===== config.mk =====
export PLATFORM = sky130hd
export DESIGN_NAME = tmr16_atomic
export DESIGN_NICKNAME = d
export VERILOG_FILES = /design/src/rtl/tmr16_pkg.sv /design/src/rtl/tmr16_bus.sv /design/src/rtl/tmr16_counter.sv /design/src/rtl/tmr16_cmp.sv /design/src/rtl/tmr16_atomic.sv
export SDC_FILE = /design/constraint.sdc
export NUM_CORES = 1
export LEC_CHECK = 0
export ABC_AREA = 0
export BUFFER_PORTS_ARGS = -buffer_cell sky130_fd_sc_hd__clkbuf_2
export CORE_MARGIN = 10
export CORE_UTILIZATION = 43
export CTS_CLUSTER_DIAMETER = 30
export CTS_CLUSTER_SIZE = 24
export DETAILED_ROUTE_END_ITERATION = 10
export PLACE_DENSITY = 0.67
export SETUP_SLACK_MARGIN = 0.2
export SLEW_MARGIN = 0
export SYNTH_ARGS = -nofsm -noshare
export SYNTH_HDL_FRONTEND = slang
export SYNTH_HIERARCHICAL = 1
export SYNTH_SLANG_ARGS = --single-unit
export TNS_END_PERCENT = 100

===== constraint.sdc =====
create_clock -name clk_i -period 1.9 [get_ports clk_i]
set_clock_uncertainty 0.05 [all_clocks]
set_input_delay 0.38 -clock clk_i [delete_from_list [all_inputs] [get_ports clk_i]]
set_output_delay 0.38 -clock clk_i [all_outputs]
set_load 0.02 [all_outputs]

===== src/rtl/tmr16_pkg.sv =====
package tmr16_pkg;
  localparam int BYTE_W  = 8;
  localparam int DATA_W  = 2 * BYTE_W;
  localparam int ADDR_W  = 3;
  localparam int NUM_CMP = 2;
  localparam int NUM_REG = NUM_CMP + 1;

  localparam logic [ADDR_W-1:0] AD_CNT_LO  = 3'd0;
  localparam logic [ADDR_W-1:0] AD_CNT_HI  = 3'd1;
  localparam logic [ADDR_W-1:0] AD_CMPA_LO = 3'd2;
  localparam logic [ADDR_W-1:0] AD_CMPB_LO = 3'd4;
  localparam logic [ADDR_W-1:0] AD_FLAGS   = 3'd6;
endpackage


===== src/rtl/tmr16_bus.sv =====
module tmr16_bus
  import tmr16_pkg::*;
(
  input  logic                             clk_i,
  input  logic                             rst_ni,
  input  logic [ADDR_W-1:0]                addr_i,
  input  logic [BYTE_W-1:0]                wdata_i,
  input  logic                             wr_i,
  input  logic                             rd_i,
  input  logic [DATA_W-1:0]                cnt_i,
  input  logic [NUM_CMP-1:0][DATA_W-1:0]   cmp_i,
  input  logic [NUM_CMP-1:0]               flag_i,
  output logic [BYTE_W-1:0]                temp_o,
  output logic                             cnt_wr_o,
  output logic [NUM_CMP-1:0]               cmp_wr_o,
  output logic [DATA_W-1:0]                wval_o,
  output logic [NUM_CMP-1:0]               flag_clr_o,
  output logic [BYTE_W-1:0]                rdata_o
);
  localparam int IDX_W = ADDR_W - 1;

  logic [BYTE_W-1:0]              temp_q;
  logic [NUM_REG-1:0][DATA_W-1:0] live;
  logic [IDX_W-1:0]               idx;
  logic                           is_hi, is_wide, is_flags;
  logic [NUM_REG-1:0]             lo_wr;

  assign idx      = addr_i[ADDR_W-1:1];
  assign is_hi    = addr_i[0];
  assign is_wide  = (32'(idx) < NUM_REG);
  assign is_flags = (addr_i == AD_FLAGS);

  always_comb begin
    live[0] = cnt_i;
    for (int i = 0; i < NUM_CMP; i++) live[i+1] = cmp_i[i];
  end

  // shared high-byte staging
  always_ff @(posedge clk_i or negedge rst_ni) begin
    if (!rst_ni) temp_q <= '0;
    else if (wr_i && is_wide && is_hi) temp_q <= wdata_i;
    else if (rd_i && !wr_i && is_wide && !is_hi) temp_q <= live[idx][DATA_W-1:BYTE_W];
  end

  always_comb begin
    for (int i = 0; i < NUM_REG; i++)
      lo_wr[i] = wr_i && !is_hi && (32'(idx) == i);
  end

  assign cnt_wr_o   = lo_wr[0];
  assign cmp_wr_o   = lo_wr[NUM_REG-1:1];
  assign wval_o     = {temp_q, wdata_i};
  assign flag_clr_o = (wr_i && is_flags) ? wdata_i[NUM_CMP-1:0] : '0;
  assign temp_o     = temp_q;

  always_comb begin
    rdata_o = '0;
    if (is_wide) rdata_o = is_hi ? temp_q : live[idx][BYTE_W-1:0];
    else if (is_flags) rdata_o = BYTE_W'(flag_i);
  end
endmodule


===== src/rtl/tmr16_counter.sv =====
module tmr16_counter
  import tmr16_pkg::*;
(
  input  logic              clk_i,
  input  logic              rst_ni,
  input  logic              load_i,
  input  logic [DATA_W-1:0] load_val_i,
  input  logic              tick_i,
  output logic [DATA_W-1:0] cnt_o,
  output logic              blk_o,
  output logic              cmp_en_o
);
  logic [DATA_W-1:0] cnt_q;
  logic              blk_q;

  always_ff @(posedge clk_i or negedge rst_ni) begin
    if (!rst_ni) begin
      cnt_q <= '0;
      blk_q <= 1'b0;
    end else if (load_i) begin
      cnt_q <= load_val_i;
      blk_q <= 1'b1;
    end else if (tick_i) begin
      cnt_q <= cnt_q + 1'b1;
      blk_q <= 1'b0;
    end
  end

  assign cmp_en_o = tick_i && !load_i && !blk_q;
  assign cnt_o    = cnt_q;
  assign blk_o    = blk_q;
endmodule


===== src/rtl/tmr16_cmp.sv =====
module tmr16_cmp
  import tmr16_pkg::*;
(
  input  logic              clk_i,
  input  logic              rst_ni,
  input  logic              load_i,
  input  logic [DATA_W-1:0] load_val_i,
  input  logic              cmp_en_i,
  input  logic [DATA_W-1:0] cnt_i,
  input  logic              clr_i,
  output logic [DATA_W-1:0] cmp_o,
  output logic              flag_o
);
  logic [DATA_W-1:0] cmp_q;
  logic              flag_q;

  always_ff @(posedge clk_i or negedge rst_ni) begin
    if (!rst_ni) cmp_q <= '0;
    else if (load_i) cmp_q <= load_val_i;
  end

  always_ff @(posedge clk_i or negedge rst_ni) begin
    if (!rst_ni) flag_q <= 1'b0;
    else if (cmp_en_i && (cnt_i == cmp_q)) flag_q <= 1'b1;
    else if (clr_i) flag_q <= 1'b0;
  end

  assign cmp_o  = cmp_q;
  assign flag_o = flag_q;
endmodule


===== src/rtl/tmr16_atomic.sv =====
module tmr16_atomic
  import tmr16_pkg::*;
(
  input  logic              clk_i,
  input  logic              rst_ni,
  input  logic [ADDR_W-1:0] addr_i,
  input  logic [BYTE_W-1:0] wdata_i,
  input  logic              wr_i,
  input  logic              rd_i,
  input  logic              tick_i,
  output logic [BYTE_W-1:0] rdata_o,
  output logic              match_a_o,
  output logic              match_b_o
);
  logic [DATA_W-1:0]              cnt_w;
  logic [NUM_CMP-1:0][DATA_W-1:0] cmp_w;
  logic [NUM_CMP-1:0]             flag_w, cmp_wr_w, flag_clr_w;
  logic [BYTE_W-1:0]              temp_w;
  logic [DATA_W-1:0]              wval_w;
  logic                           cnt_wr_w, blk_w, cmp_en_w;

  tmr16_bus u_bus (
    .clk_i, .rst_ni, .addr_i, .wdata_i, .wr_i, .rd_i,
    .cnt_i      (cnt_w),
    .cmp_i      (cmp_w),
    .flag_i     (flag_w),
    .temp_o     (temp_w),
    .cnt_wr_o   (cnt_wr_w),
    .cmp_wr_o   (cmp_wr_w),
    .wval_o     (wval_w),
    .flag_clr_o (flag_clr_w),
    .rdata_o
  );

  tmr16_counter u_cnt (
    .clk_i, .rst_ni,
    .load_i     (cnt_wr_w),
    .load_val_i (wval_w),
    .tick_i,
    .cnt_o      (cnt_w),
    .blk_o      (blk_w),
    .cmp_en_o   (cmp_en_w)
  );

  for (genvar g = 0; g < NUM_CMP; g++) begin : g_cmp
    tmr16_cmp u_cmp (
      .clk_i, .rst_ni,
      .load_i     (cmp_wr_w[g]),
      .load_val_i (wval_w),
      .cmp_en_i   (cmp_en_w),
      .cnt_i      (cnt_w),
      .clr_i      (flag_clr_w[g]),
      .cmp_o      (cmp_w[g]),
      .flag_o     (flag_w[g])
    );
  end

  assign match_a_o = flag_w[0];
  assign match_b_o = flag_w[1];
endmodule


==> Word level (Yosys, flattened, before mapping) <==
Index checks and enable logic that the tools add are counted.
{ "classes": {"addsub": 1, "n_lt_le_gt_ge": 2, "eq_ne": 5, "muxes": 16, "n_reduce_logical": 23} }
{ "ops": {"columns": ["cell", "count"], "rows": [
  ["$mux 16", 3],
  ["$bmux 16 s2", 1],
  ["$eq 16x16->1", 2],
  ["$mux 8", 4],
  ["$add 16x1->16 const B", 1],
  ["$logic_and 1x1->1", 14],
  ["$reduce_bool 2->1", 4],
  ["$mux 1", 6],
  ["$logic_not 1->1", 4],
  ["$mux 2", 2],
  ["$eq 3x3->1 const B", 1],
  ["$lt 2x3->1 const B", 1],
  ["$eq 2x1->1 const B", 1],
  ["$eq 2x2->1 const B", 1],
  ["$logic_not 2->1", 1],
  ["$lt 2x2->1 const B", 1]
]} }
{ "word_totals": {"regBits": 59, "in_bits": 16, "out_inout_bits": 10, "elab_cells": 54} }

==> Logic depth before layout (Yosys ltp) <==
Gate-level depths: netlist of run 1.
{ "depth": {"word_depth": 8, "ltp_mapped": 9, "mapped_depth_nobuf": 6} }

==> Cells and area by module <==
The synthesis of run 1 kept the hierarchy.
{ "modules_own_cells": {"columns": ["mod", "instances", "cells_per_inst", "area_each_um2", "seq_area_each_um2"], "rows": [
  ["tmr16_cmp", 2, 59, 808.3, 425.4],
  ["tmr16_bus", 1, 135, 1118.6, 200.2],
  ["tmr16_counter", 1, 97, 975.9, 425.4]
]} }

==> Worst setup path after synthesis of run 1 <==
Ideal clock, no wire load.
{ "synth_timing": {"path_kind": "input to register", "startpoint": "in addr_i[2]", "endpoint": "reg g_cmp[0].u_cmp.cmp_q[10]", "setup_time_ns": 0.125, "arrival_time_ns": 1.886, "t_required_ns": 1.725, "setup_slack_ns": -0.160, "path_stages": 7, "n_path_buf": 4, "path_cell_list": "buf_2 -> buf_2 -> nor2_1 -> and3_1 -> buf_2 -> buf_4 -> mux2_2"} }
{ "synth_via": {"elab_chain_len": 2} }
{ "synth_lines": {"columns": ["element", "line", "text"], "rows": [
  ["start, declared", "tmr16_atomic.sv:6", "input logic [ADDR_W-1:0] addr_i,"],
  ["$eq 2x1->1", "tmr16_bus.sv:47", "lo_wr[i] = wr_i && !is_hi && (32'(idx) == i);"],
  ["$logic_and 1x1->1", "tmr16_bus.sv:47", null],
  ["net cmp_wr_w[0]", "tmr16_atomic.sv:17", "logic [NUM_CMP-1:0] flag_w, cmp_wr_w, flag_clr_w;"],
  ["end signal, assigned", "tmr16_cmp.sv:19", "else if (load_i) cmp_q <= load_val_i;"],
  ["end, declared", "tmr16_cmp.sv:14", "logic [DATA_W-1:0] cmp_q;"]
]} }
The timed path passes the listed nets, and every way through them passes these cells.
A chain may end at the register's enable or synchronous reset.

==> Worst setup path in the final report of run 1 <==
{ "layout_timing": {"startpoint": "reg u_cnt.cnt_q[1], in the netlist u_cnt/cnt_o[1]", "endpoint": "out rdata_o[1]"} }
{ "layout_via": {"elab_chain_len": 4} }
{ "layout_lines": {"columns": ["element", "line", "text"], "rows": [
  ["start, declared", "tmr16_counter.sv:13", "logic [DATA_W-1:0] cnt_q;"],
  ["start signal, assigned", "tmr16_counter.sv:21", "cnt_q <= load_val_i;"],
  ["start signal, assigned", "tmr16_counter.sv:24", "cnt_q <= cnt_q + 1'b1;"],
  ["$bmux 16 s2", "tmr16_bus.sv:58", "if (is_wide) rdata_o = is_hi ? temp_q : live[idx][BYTE_W-1:0];"],
  ["$mux 16", null, null],
  ["$mux 8 (2 in series)", "tmr16_bus.sv:58", null],
  ["end, declared", "tmr16_atomic.sv:11", "output logic [BYTE_W-1:0] rdata_o,"]
]} }
No other way between the ends. The select of a mux whose other input is x is not followed.

==> results of run 1 <==
==> state kept, by name, indices dropped and copies added (netlist names) <==
| register | count |
|---|---|
| g_cmp.u_cmp/cmp_o | 32 |
| g_cmp.u_cmp/flag_o | 2 |
| u_bus/temp_o | 8 |
| u_cnt/blk_o | 1 |
| u_cnt/cnt_o | 16 |
==> routing by layer <==
metal	up-vias	routed length (um)	track usage
li1	1337	-	-
met1	1491	4700	0.207
met2	83	4850	0.245
met3	20	378	0.0211
met4	0	229	0.0761
met5	-	0	0
==> cells in the mapped netlist (5+ instances only) <==
| cell type | count | share of area |
|---|---|---|
| a221oi_1 | 6 | 0.014 |
| buf_4 | 19 | 0.038 |
| buf_2 | 9 | 0.012 |
| dfrtp_1 | 59 | 0.40 |
| mux2i_1 | 8 | 0.022 |
| nor2b_1 | 7 | 0.012 |
| o21bai_1 | 8 | 0.016 |
| mux2_2 | 39 | 0.12 |
| nor3_1 | 8 | 0.011 |
| nor4_1 | 6 | 0.010 |
| o32a_1 | 8 | 0.022 |
| o211a_1 | 8 | 0.022 |
| xor2_1 | 36 | 0.085 |
| o21ai_0 | 9 | 0.012 |
| nand3_1 | 11 | 0.015 |
| nor2_1 | 5 | 0.0051 |
| xnor2_1 | 11 | 0.026 |
| inv_1 | 8 | 0.0081 |
| nand2_1 | 35 | 0.035 |
| nand2b_1 | 8 | 0.013 |
==> kinds of logic (layout without fill, tap and decap cells) <==
| group | count (synthesis) | after routing | share of synthesized area |
|---|---|---|---|
| compound gates | 53 | 53 | 0.116 |
| mux | 50 | 50 | 0.149 |
| fa+ha+maj | 1 | 1 | 0.00337 |
| xor+xnor | 47 | 47 | 0.111 |
| simple gates | 97 | 98 | 0.153 |
| flops | 59 | 59 | 0.398 |
| buf+inv | 43 | 96 | 0.0698 |
==> per-stage QoR <==
step	total power, W	hold WS, ns	area, um2	cells
floorplan	0.00339	0.0344	3820	350
global placement	0.00382	0.364	4050	469
detailed placement	0.00388	0.365	4050	469
CTS	0.00520	0.261	4580	506
global route	0.00560	0.283	4640	509
finish	0.00530	0.273	4640	509
==> layout by cell type (no fill, tap or decap), types with 3 or more instances in the layout <==
master / instances
buf_12: 5
and3_1: 4
o21bai_1: 6
buf_4: 42
o211a_1: 8
nor2b_1: 6
mux2i_1: 7
clkbuf_8: 13
mux2_2: 39
a221oi_2: 6
nor3_1: 7
o21ai_1: 4
xnor2_1: 11
xor2_1: 36
o32a_1: 8
nor4_1: 5
nor4_2: 3
nand4_4: 3
o21ai_0: 9
nand2b_1: 8
dfrtp_2: 6
nand4_1: 4
clkbuf_2: 14
clkinv_2: 3
inv_1: 8
nand3_1: 10
mux2_1: 3
dfrtp_1: 53
buf_6: 4
nand2_1: 35
nor2_1: 3
==> what timing repair did <==
item	CTS	global route
endpoints found under the setup margin	9	11
pin swaps	8	6
hold buffers	1	0
setup buffers	19	2
gates cloned	2	1
endpoints found under the hold margin	8	0
gates resized for setup	36	12
==> area by class of cell <==
class | instances | area share
Inverter | 8 | 0.00648
Sequential cell | 59 | 0.320
Clock inverter | 3 | 0.00324
Multi-Input combinational cell | 249 | 0.461
Tap cell | 105 | 0.0283
Timing Repair Buffer | 73 | 0.149
Clock buffer | 12 | 0.0313
==> worst min-delay path: stages <==
cell	delay, ns
clkbuf_2	0.13
nand2_1	0.06
o21ai_0	0.06
==> final timing paths <==
| kind | end | slack (ns) | depth (start not counted) |
|---|---|---|---|
| setup / recovery | rdata_o[1] | 0.06 | 5 |
| hold / removal | u_cnt/cnt_o[5] | 0.27 | 3 |
| setup reg to reg | g_cmp[1].u_cmp/flag_o | 0.23 | 6 |
| hold reg to reg | u_cnt/blk_o | 0.45 | 1 |
| max in group asynchronous | g_cmp[1].u_cmp/cmp_o[8] | 0.99 | 3 |
| min in group asynchronous | u_cnt/cnt_o[4] | 0.54 | 3 |
==> power by group through the flow <==
stage / Clock (W) / Sequential, W / Combinational (W)
floorplan: 0 / 0.00212 / 0.00127
global placement: 0 / 0.00219 / 0.00163
detailed placement: 0 / 0.00220 / 0.00167
CTS: 0.00100 / 0.00209 / 0.00212
global route: 0.00107 / 0.00216 / 0.00237
finish: 0.000987 / 0.00211 / 0.00221
==> flow_summary.toml, run 1 <==
[clock_network]
clk_latency_ns = 0.34
cts.sinks = 59
cts_tree = "done"
htreeDepth = 3
path_clk_slew_ns = 0.07
clock_tree.root_cell = "clkbuf_8"
cts-buffers-inserted = 9
cts_buffer_depth = 2

[worst_setup_path]
critPathBufInv = 2
worstPathArrival_ns = 1.41
critPathLaunchType = "flip-flop"
setup.worst_path.start = "u_cnt/cnt_o[1]"
cp_max_fo = 2
criticalPathCategory = "reg -> out"
critical_path.cell_chain = "buf_6 > mux2i_1 > a22o_1 > a31oi_2 > clkbuf_8"
critPathSlowestCell = "dfrtp_1"
slowest_delay_ns = 0.37
critical_path_required_ns = 1.47
path_delay_family = "flip-flops"
r2r-start = "u_cnt/cnt_o[0]"
endpoint_kind = "output port"

[floorplan]
coreArea_mm2 = 0.00830
dieArea_mm2 = 0.0127
io_pins = 26
die_y_um = 113
start_util = 0.447
fp-row-count = 33
die_w_um = 113

[power_and_ir_drop]
combPwrFrac = 0.416
ir_drop_mv = 0.611
power_leakage_nw = 2.02
switching_share = 0.379
power_density_mw_per_mm2 = 1140
p_sw_w = 0.00201
pwr-share-seq = 0.398
clock_power_share = 0.186
internal_power_w = 0.00329

[route]
routedWlPerCell_um = 20.0
drt-total-wl_mm = 10.2
ant_nets = 0
via_per_inst = 5.76
drc = 0
dr.pass1.iters = 5
first_iter_violations = 197
vias = 2931

[timing]
rsz0062_at_grt = "yes"
fin_setup_tns_ns = 0
maxSlewViolCount = 0
max_freq_ghz = 0.543
fin_crit_sh = 0.969
hold_viol_final = 0
max_slew_margin = 0.743
min_period_ns = 1.84
tightest_slew_ns = 0.382
fin_ws_ns = 0.0597
finalSetupViolCount = 0

[synthesis]
syn_area_mm2 = 0.00371
syn_area_per_cell_um2 = 10.6
synth_fp_nets = 367
synthArstFlopShare = 1.00
synth_enable_flop_cells = 0
yosysWarnings = 6
postSynthCellCount = 350
synth_cell_types = 40
synth_ff_type = "dfrtp_1"
ys_ff_latch = 59
seq_area_frac_synth = 0.398

[placement]
gp_congestion = 0.880
dp_slack_ns = 0.0153
hpwl_mm = 6.59
io_buffers = 25

[grt]
antenna_found_initial = 0
grt_max_degree = 60
grt_pass1_vias = 2947
grt_overflow = 0
grtUsageTotal = 0.156
grt_pass1_wl_mm = 16.1

[worst_hold_path]
hold_class = "in -> reg"
hp-start = "wdata_i[5]"

[final_layout]
regArea_mm2 = 0.00148
nets = 417
antenna_cells = 0
multi_input_area_mm2 = 0.00214
final_util = 0.559
syn2layout_area_growth_pct = 24.9
fillers = 696
drive_gt1_frac = 0.403

[outcome]
outcome = "completed"

[run]
maxCapViolations = 0
Note: power is estimated with default switching activity, not from simulation.
==> run 2: changes to the inputs <==
--- a/config.mk
+++ b/config.mk
@@ -13,7 +13,6 @@
 export CTS_CLUSTER_SIZE = 24
 export DETAILED_ROUTE_END_ITERATION = 10
 export PLACE_DENSITY = 0.67
-export SETUP_SLACK_MARGIN = 0.2
 export SLEW_MARGIN = 0
 export SYNTH_ARGS = -nofsm -noshare
 export SYNTH_HDL_FRONTEND = slang
==> constraint.sdc (replaced) <==
create_clock -name clk_i -period 2.33 [get_ports clk_i]
set_clock_uncertainty 0.05 [all_clocks]
set_input_delay 0.466 -clock clk_i [delete_from_list [all_inputs] [get_ports clk_i]]
set_output_delay 0.466 -clock clk_i [all_outputs]
set_load 0.02 [all_outputs]
==> flow_summary.toml, run 2 (synthesis gave the netlist of run 1 again) <==
[outcome]
outcome = "completed"

[power_and_ir_drop]
p_sw_w = 0.00147
pwr-share-seq = 0.478
clock_power_share = 0.202
internal_power_w = 0.00238
power_leakage_nw = 1.75
switching_share = 0.382
power_density_mw_per_mm2 = 954
combPwrFrac = 0.320
ir_drop_mv = 0.429

[route]
drc = 0
ant_nets = 0
via_per_inst = 5.76
routedWlPerCell_um = 19.6
first_iter_violations = 197
dr.pass1.iters = 4
vias = 2734
drt-total-wl_mm = 9.32

[worst_setup_path]
cp_max_fo = 5
endpoint_kind = "output port"
worstPathArrival_ns = 1.68
criticalPathCategory = "reg -> out"
critical_path_required_ns = 1.81
critPathLaunchType = "flip-flop"

[clock_network]
clock_tree.root_cell = "clkbuf_8"
clk_latency_ns = 0.34
htreeDepth = 3
path_clk_slew_ns = 0.06
cts_tree = "done"
cts-buffers-inserted = 9
cts_buffer_depth = 2
cts.sinks = 59

[grt]
grt_max_degree = 33
grt_overflow = 0
grtUsageTotal = 0.147
grt_pass1_wl_mm = 15.0
grt_pass1_vias = 2711
antenna_found_initial = 0

[timing]
max_slew_margin = 0.500
max_freq_ghz = 0.456
maxSlewViolCount = 0
fin_setup_tns_ns = 0
rsz0062_at_grt = "no"
fin_crit_sh = 0.942
finalSetupViolCount = 0
min_period_ns = 2.19
tightest_slew_ns = 0.750
hold_viol_final = 0

[final_layout]
nets = 382
antenna_cells = 0
largest_register_ffs = 32
fillers = 766
final_common_cell = "dfrtp_1"
syn2layout_area_growth_pct = 8.97
multi_input_area_mm2 = 0.00198
regArea_mm2 = 0.00148
layout_common_cells = "dfrtp_1, mux2_2, xor2_1, nand2_1, clkbuf_2"
drive_gt1_frac = 0.286
final_util = 0.487

[placement]
hpwl_mm = 6.69
io_buffers = 25
gp_congestion = 0.916

[floorplan]
coreArea_mm2 = 0.00830
io_pins = 26
die_y_um = 113
start_util = 0.447
die_w_um = 113
dieArea_mm2 = 0.0127
fp-row-count = 33

[worst_hold_path]
hold_class = "in -> async"

[run]
maxCapViolations = 0
-- run 2: routing by layer --
| layer | routed length (um) | global-route usage | up-vias |
|---|---|---|---|
| li1 | - | - | 1258 |
| met1 | 4190 | 0.188 | 1403 |
| met2 | 4520 | 0.237 | 66 |
| met3 | 514 | 0.0417 | 7 |
| met4 | 96 | 0.0415 | 0 |
| met5 | 0 | 0 | - |
-- run 2: area by class of cell --
type | count | area share
Tap cell | 105 | 0.0325
Multi-Input combinational cell | 248 | 0.490
Clock inverter | 3 | 0.00371
Clock buffer | 13 | 0.0343
Sequential cell | 59 | 0.365
Timing Repair Buffer | 39 | 0.0662
Inverter | 8 | 0.00743
-- run 2: what timing repair did --
item	CTS	global route
hold buffers	0	0
buffers inserted	0	0
setup endpoints to repair	0	1
gates resized for setup	0	1
-- run 2: through the flow --
| step | hold slack [ns] | std cells | setup slack, ns | total power, W | instance area [um2] |
|---|---|---|---|---|---|
| floorplan | 0.120 | 350 | 0.111 | 0.00273 | 3710 |
| global placement | 0.413 | 459 | 0.242 | 0.00305 | 3890 |
| detailed placement | 0.420 | 459 | 0.251 | 0.00309 | 3890 |
| CTS | 0.151 | 475 | 0.0849 | 0.00387 | 4040 |
| global route | 0.178 | 475 | 0.0304 | 0.00408 | 4040 |
| finish | 0.132 | 475 | 0.136 | 0.00386 | 4040 |
-- run 2: power by group through the flow --
stage	logic (W)	registers [W]	clock network, W
after detailed placement	0.00123	0.00186	0
after global placement	0.00121	0.00184	0
final	0.00123	0.00184	0.000779
after global routing	0.00135	0.00190	0.000834
after CTS	0.00124	0.00184	0.000790
after floorplan	0.00100	0.00173	0
-- run 2: worst paths after layout --
| path | startpoint | endpoint | slack (ns) | cells past startpoint |
|---|---|---|---|---|
| max reg2reg | u_cnt/cnt_o[0] | u_cnt/cnt_o[14] | 0.41 | 5 |
| max | u_cnt/cnt_o[6] | rdata_o[6] | 0.14 | 3 |
| max in group asynchronous | rst_ni | u_cnt/cnt_o[3] | 1.46 | 2 |
| min in group clk_i | wdata_i[6] | u_cnt/cnt_o[6] | 0.35 | 3 |
| min | rst_ni | g_cmp[1].u_cmp/cmp_o[1] | 0.13 | 1 |
| min reg2reg | u_cnt/blk_o | u_cnt/blk_o | 0.43 | 1 |
-- run 2: critical path: stages, from the launching register on --
cell and delay, ns:
dfrtp_1 0.51, mux2i_1 0.12, a221oi_1 0.45, clkbuf_2 0.25
==> run 3: changes to the inputs <==
--- a/config.mk
+++ b/config.mk
@@ -7,12 +7,14 @@
 export LEC_CHECK = 0
 export ABC_AREA = 0
 export BUFFER_PORTS_ARGS = -buffer_cell sky130_fd_sc_hd__clkbuf_2
+export CELL_PAD_IN_SITES_DETAIL_PLACEMENT = 1
+export CELL_PAD_IN_SITES_GLOBAL_PLACEMENT = 1
 export CORE_MARGIN = 10
 export CORE_UTILIZATION = 43
 export CTS_CLUSTER_DIAMETER = 30
 export CTS_CLUSTER_SIZE = 24
 export DETAILED_ROUTE_END_ITERATION = 10
-export PLACE_DENSITY = 0.67
+export PLACE_DENSITY = 0.79
 export SLEW_MARGIN = 0
 export SYNTH_ARGS = -nofsm -noshare
 export SYNTH_HDL_FRONTEND = slang
==> flow_summary.toml, run 3 (synthesis gave the netlist of run 1 again) <==
[clock_network]
htreeDepth = 3
cts.sinks = 59
post_cts_resized = 0
cts_setup_buffers = 0
cts-buffers-inserted = 9
postCtsHoldBufs = 0
clock_tree.root_cell = "clkbuf_8"
clk_latency_ns = 0.34
cts_buffer_depth = 2
cts_tree = "done"
path_clk_slew_ns = 0.06

[timing]
min_period_ns = 2.17
max_slew_margin = 0.488
tightest_slew_ns = 0.768
fin_setup_tns_ns = 0
rsz0062_at_grt = "no"
max_freq_ghz = 0.461
finalSetupViolCount = 0
hold_viol_final = 0
hold_ws_ns = 0.233
maxSlewViolCount = 0
fin_crit_sh = 0.930

[route]
first_iter_violations = 172
dr.pass1.iters = 4
vias = 2797
ant_nets = 0
drt-total-wl_mm = 10.1
drc = 0
routedWlPerCell_um = 21.0
via_per_inst = 5.83

[floorplan]
coreArea_mm2 = 0.00830
fp-row-count = 33
start_util = 0.447
die_y_um = 113
die_w_um = 113
dieArea_mm2 = 0.0127
io_pins = 26

[worst_setup_path]
cp_max_fo = 8
path_delay_family = "flip-flops"
critPathBufInv = 1
critical_path.cell_chain = "mux2i_1 > a221oi_1 > clkbuf_2"
criticalPathCategory = "reg -> out"
slowest_delay_ns = 0.58
endpoint_kind = "output port"
worstPathArrival_ns = 1.65
critPathLaunchType = "flip-flop"
setup.worst_path.start = "u_cnt/cnt_o[3]"
critical_path_required_ns = 1.81
r2r-start = "u_cnt/cnt_o[3]"
critPathSlowestCell = "dfrtp_1"

[power_and_ir_drop]
power_leakage_nw = 1.78
power_w = 0.00395
ir_drop_mv = 0.491
power_density_mw_per_mm2 = 971

[placement]
hpwl_mm = 7.39
io_buffers = 25
placed_area_mm2 = 0.00391
gp_congestion = 0.891

[final_layout]
final_util = 0.490
syn2layout_area_growth_pct = 9.64
drive_gt1_frac = 0.299
fin_area_mm2 = 0.00407
layout_common_cells = "dfrtp_1, mux2_2, xor2_1, nand2_1, clkbuf_2"
final_common_cell = "dfrtp_1"
nets = 388
antenna_cells = 0
largest_register_ffs = 32

[outcome]
outcome = "completed"

[grt]
grt_pass1_vias = 3082
antenna_found_initial = 0
grt_pass1_wl_mm = 16.8
grtUsageTotal = 0.164
grt_overflow = 0
grt_max_degree = 60

[worst_hold_path]
hold_class = "in -> async"

[run]
maxCapViolations = 0
run 3: cell count changes in the layout (fill, tap and decap cells not counted):
cell / delta
dfrtp_2: -1
buf_4: +8
clkbuf_8: +1
dfrtp_1: +1
clkbuf_1: -2
buf_12: -2
run 3: final timing paths:
| check | slack (ns) | cells after the start | to |
|---|---|---|---|
| max in group asynchronous | 1.49 | 2 | u_bus/temp_o[6] |
| setup reg to reg | 0.50 | 4 | g_cmp[0].u_cmp/flag_o |
| hold / removal | 0.23 | 2 | u_cnt/cnt_o[0] |
| hold reg to reg | 0.44 | 1 | u_cnt/blk_o |
| setup / recovery | 0.16 | 3 | rdata_o[3] |
| min in group clk_i | 0.37 | 3 | u_cnt/cnt_o[3] |
run 3: report_power, final:
group          leakage, nW  internal [W]  switching [W]
combinational        0.996      0.000679       0.000662
clock               0.0860      0.000404       0.000389
sequential           0.700       0.00134       0.000473
total                 1.78       0.00243        0.00152
run 3: worst reg2reg max path: stages, from the launching register on:
cell	delay, ns
dfrtp_1	0.52
xor2_1	0.21
nor4_1	0.54
nand4_1	0.27
o22ai_2	0.16
run 3: per-stage QoR:
stage	instances	worst slack (ns)
CTS	480	0.140
global route	480	0.0618
detailed placement	465	0.273
global placement	465	0.311
finish	480	0.162
floorplan	350	0.111
run 3: cell type report:
type	instances	area (um2)
inverter	8	30.0
timing repair buffer	45	288
multi-input combinational	248	1980
clock inverter	3	15.0
clock buffer	12	145
sequential	59	1480
fill	915	4230
tap	105	131
run 3: metal layers:
| metal | GRT usage | part of all wire |
|---|---|---|
| met5 | 0 | 0 |
| met4 | 0.0795 | 0.035 |
| met3 | 0.0333 | 0.043 |
| met2 | 0.270 | 0.50 |
| met1 | 0.200 | 0.42 |
